===== src/rtl/code_lock_pkg.sv =====
package code_lock_pkg;
    localparam int ST_W = 4;
    typedef enum logic [ST_W-1:0] {
        ST_ERR   = 4'b0000,
        ST_E1    = 4'b0001,
        ST_E2    = 4'b0010,
        ST_E3    = 4'b0100,
        ST_OPEN  = 4'b1000
    } lock_st_e;
endpackage


===== src/rtl/code_sel_cmp.sv =====
module code_sel_cmp #(
    parameter int W = 4,
    parameter int NCODE = 3,
    parameter logic [NCODE*W-1:0] CODES = '0
) (
    input  logic [NCODE-1:0] sel_oh,
    input  logic [W-1:0]     key_val,
    output logic             eq
);
    logic [NCODE-1:0] hit;

    for (genvar g = 0; g < NCODE; g++) begin : g_cmp
        assign hit[g] = sel_oh[g] && (key_val == CODES[g*W +: W]);
    end

    assign eq = |hit;

    // a zero selector never reports a match
    always_comb begin
        if (sel_oh == '0) a_r8_no_sel_no_eq : assert (!eq || $isunknown(sel_oh));
    end
endmodule


===== src/rtl/lock_fsm.sv =====
module lock_fsm
    import code_lock_pkg::*;
(
    input  logic clk,
    input  logic rst,
    input  logic key_stb,
    input  logic eq,
    output logic [ST_W-1:0] st
);
    typedef struct packed {
        lock_st_e st;
    } regs_t;

    regs_t r_d, r_q;

    always_comb begin
        r_d = r_q;
        if (rst) begin
            r_d.st = ST_E1;
        end else if (key_stb) begin
            unique case (r_q.st)
                ST_E1:   r_d.st = eq ? ST_E2 : ST_ERR;
                ST_E2:   r_d.st = eq ? ST_E3 : ST_ERR;
                ST_E3:   r_d.st = eq ? ST_OPEN : ST_ERR;
                ST_OPEN: r_d.st = ST_OPEN;
                default: r_d.st = ST_ERR;
            endcase
        end
    end

    always_ff @(posedge clk) r_q <= r_d;

    assign st = r_q.st;

    a_r1_reset_to_first : assert property (@(posedge clk) rst |=> st == ST_E1);
    a_r2_idle_hold : assert property (@(posedge clk) disable iff (rst)
        !key_stb |=> $stable(st));
    a_r6_terminal_sticky : assert property (@(posedge clk) disable iff (rst)
        (st == ST_OPEN || st == ST_ERR) |=> $stable(st));
    a_r5_mismatch_err : assert property (@(posedge clk) disable iff (rst)
        (key_stb && !eq && st != ST_OPEN) |=> st == ST_ERR);
    a_r7_legal_state : assert property (@(posedge clk) disable iff (rst)
        $onehot0(st));
endmodule


===== src/rtl/code_lock.sv =====
module code_lock #(
    parameter int W = 4,
    parameter logic [W-1:0] CODE0 = 4'd3,
    parameter logic [W-1:0] CODE1 = 4'd4,
    parameter logic [W-1:0] CODE2 = 4'd2
) (
    input  logic         clk,
    input  logic         rst,
    input  logic         key_stb,
    input  logic [W-1:0] key_val,
    output logic         unlock,
    output logic [2:0]   sel_oh,
    output logic         match
);
    import code_lock_pkg::*;
    localparam int NCODE = 3;

    logic [ST_W-1:0] st;

    code_sel_cmp #(.W(W), .NCODE(NCODE), .CODES({CODE2, CODE1, CODE0})) u_cmp (
        .sel_oh(sel_oh), .key_val(key_val), .eq(match));

    lock_fsm u_fsm (.clk(clk), .rst(rst), .key_stb(key_stb), .eq(match), .st(st));

    assign sel_oh = st[NCODE-1:0];
    assign unlock = st[ST_W-1];

    a_r7_excl : assert property (@(posedge clk) disable iff (rst)
        !(unlock && sel_oh != 3'b000));
    a_r4_open_after_last : assert property (@(posedge clk) disable iff (rst)
        (key_stb && match && sel_oh == 3'b100) |=> unlock);
    a_r3_advance : assert property (@(posedge clk) disable iff (rst)
        (key_stb && match && sel_oh == 3'b001) |=> sel_oh == 3'b010);
endmodule


===== config.mk =====
export PLATFORM = sky130hd
export DESIGN_NAME = code_lock
export DESIGN_NICKNAME = d
export VERILOG_FILES = /design/src/rtl/code_lock_pkg.sv /design/src/rtl/code_sel_cmp.sv /design/src/rtl/lock_fsm.sv /design/src/rtl/code_lock.sv
export SDC_FILE = /design/constraint.sdc
export NUM_CORES = 1
export LEC_CHECK = 0
export BUFFER_PORTS_ARGS = -buffer_cell sky130_fd_sc_hd__buf_2
export CAP_MARGIN = 20
export CORE_AREA = 2 2 39 41
export DETAILED_ROUTE_END_ITERATION = 7
export DIE_AREA = 0 0 41 43
export SLEW_MARGIN = 20
export SYNTH_ARGS = -nofsm -noshare
export SYNTH_HDL_FRONTEND = slang
export SYNTH_SLANG_ARGS = --single-unit

===== constraint.sdc =====
create_clock -name clk -period 2.5 [get_ports clk]
set_input_delay 0.25 -clock clk [delete_from_list [all_inputs] [get_ports clk]]
set_output_delay 0.25 -clock clk [all_outputs]
set_load 0.005 [all_outputs]

==> reports/metrics.yaml <==
detail_route.first_pass.iterations: 1
synth_fp_nets: 30
die_w_um: 41
ant_nets: 0
status: "complete, no violations"
num_rows: 14
r2r_setup_slack_ns: 1.11
hp-class: "in2reg"
postSynthAreaPerCell_um2: 8.922
place_ws_ns: 1.101
cp.arrival_ns: 1.29
p_clk_share_pct: 47.9
num_antenna_cells: 0
finalSetupViolations: 0
reg2reg_to: "u_fsm.st[3]$_SDFFE_PP0P_"
cts_tree: "yes"
clock.fmax_mhz: 649.5
root_buffer: "clkbuf_4"
layout_min_cycle_time_ns: 1.540
yosys-top-cells-count: "5 x nor2_1, 4 x dfxtp_1, 3 x a32o_1"
dp_cells: 50
place_congestion: 0.5856
reg2reg_depth: 4
ir_worst_vdd_uv: 135.5
grt_pass1_vias: 236
largest_reg_flops: 4
finalCritPeriodShare_pct: 61.58
tightest_slew_ns: 0.3241
dieArea_um2: 1763
routedWlPerCell_um: 8.623
grt_first_pass_wirelength_um: 779
clockBufferDepth: 2
crit_required_ns: 2.25
grt_start_max_net_pins: 8
final_cells: 53
finClkSkew_ns: 0.001380
ys.flop_type: "dfxtp_1"
end_kind: "output port"
finalHoldViolCount: 0
synth.most_common_cell: "nor2_1"
final_cell_area_um2: 302.8
layout-drive-gt1-share_pct: 40.54
p_per_area_nw_per_um2: 533.5
hold_slack_ns: 0.2378
wirelength_um: 457
ys_warn_count: 0
drtIter0Drc: 0
swShare_pct: 21.04
p_seq_share_pct: 41.9
drv_slew: 0
netlist.top_cell.by_area: "dfxtp_1"
nNetsFinal: 46
crit_path_start: "u_fsm.st[2]$_SDFFE_PP0P_"
ys_top_cells_by_area: "dfxtp_1 39%, a32o_1 15%, nor2_1 9.1%"
start_util_pct: 14.83
coreArea_um2: 1384
grtUsageTotal_pct: 7.035
pin_count: 12
die_h_um: 43
combPwrFrac_pct: 10.2
cts_resized: 0
drcViolationCount: 0
antenna_found_initial: 0
hpwl_um: 381.3
via_count: 221
cap_violations: 0
slew_headroom_pct: 78.21
portBuffers: 11
placed_cell_area_um2: 280.3
async_reset_ff_share_pct: 0
synth-seq-cells: 4
cts_buffers: 3
crit_end: "match"
cts-htree-levels: 1
ys_seq_area_share_pct: 39.02
synth_top_cell_area_share_pct: 39.02
rsz0062_at_grt: "false"
routed_via_density: 4.170
leakage_nw: 0.1384
worstPathMaxFanout: 7
r2r_start: "u_fsm.st[2]$_SDFFE_PP0P_"
syn_inst: 23
grt-ovfl-total: 0
switching_power_mw: 0.03400
worst_slack_ns: 0.9604
cts_sinks: 4
criticalPathCategory: "reg2out"
clkTransAtPathRegs_ns: 0.04
finalSetupTns_ns: 0
postCtsSetupBuffers: 0
synth_edf_count: 0
area_growth_pct: 47.56
hold_buffers: 0
start_kind: "flip-flop"
clock_latency_ns: 0.23
netlist_area_um2: 205.2
p_int_mw: 0.1276
ys_types: 14
worst min-delay path by stage:
stage | start | end | cells past startpoint
2_1_floorplan | rst | u_fsm.st[0]$_SDFFE_PP1P_ | 1
3_3_place_gp | rst | u_fsm.st[0]$_SDFFE_PP1P_ | 2
3_5_place_dp | rst | u_fsm.st[0]$_SDFFE_PP1P_ | 2
4_1_cts | rst | u_fsm.st[0]$_SDFFE_PP1P_ | 2
5_1_grt | rst | u_fsm.st[0]$_SDFFE_PP1P_ | 2
6_report | rst | u_fsm.st[0]$_SDFFE_PP1P_ | 2
critical path, stage by stage, from the launching register on:
cell and delay (ns):
dfxtp_1 0.42, nor2_1 0.07, o31a_1 0.27, nor3_1 0.17
buf_2 0.14
per-stage QoR:
| stage | power (mW) | util (%) |
|---|---|---|
| global placement | 0.08520 | 20.25 |
| finish | 0.1616 | 21.88 |
| global route | 0.1728 | 21.88 |
| detailed placement | 0.08557 | 20.25 |
| CTS | 0.1666 | 21.88 |
| floorplan | 0.07596 | - |
power groups by stage:
stage / logic, mW / registers [mW] / clock network (mW)
CTS: 0.0169 / 0.0677 / 0.0820
finish: 0.0165 / 0.0676 / 0.0774
global placement: 0.0165 / 0.0687 / 0
floorplan: 0.00756 / 0.0684 / 0
detailed placement: 0.0169 / 0.0687 / 0
global route: 0.0191 / 0.0680 / 0.0857
cell usage in the layout, fill, tap and decap left out:
master    instances
a21boi_1          1
a21o_1            1
a32o_1            3
buf_2            11
clkbuf_4          3
clkinv_1          1
dfxtp_1           4
inv_1             1
nand3b_1          1
nor2_1            5
nor2b_1           1
nor3_1            1
nor4_2            1
o31a_1            1
o31ai_1           1
or3_1             1
final cells by class:
type / instances / area [µm²]
Timing Repair Buffer: 11 / 55.05
Sequential cell: 4 / 80.08
Inverter: 2 / 7.507
Multi-Input combinational cell: 17 / 117.6
Fill cell: 163 / 1081
Tap cell: 16 / 20.02
Clock buffer: 3 / 22.52
kinds of logic after synthesis:
logic type / Yosys count / synth area share (%)
AO/OA/AOI/OAI: 7 / 29.88
buffers and inverters: 2 / 3.655
flip-flops: 4 / 39.03
AND/OR/NAND/NOR: 10 / 27.44
layer usage:
metal / wire length [µm] / share of wire (%) / track usage [%]
met5: 0 / 0 / 0
met4: 6 / 1.3 / 8.000
met3: 29 / 6.3 / 3.141
met2: 251 / 55 / 11.25
met1: 170 / 37 / 5.161
(Power assumes the default switching activity.)
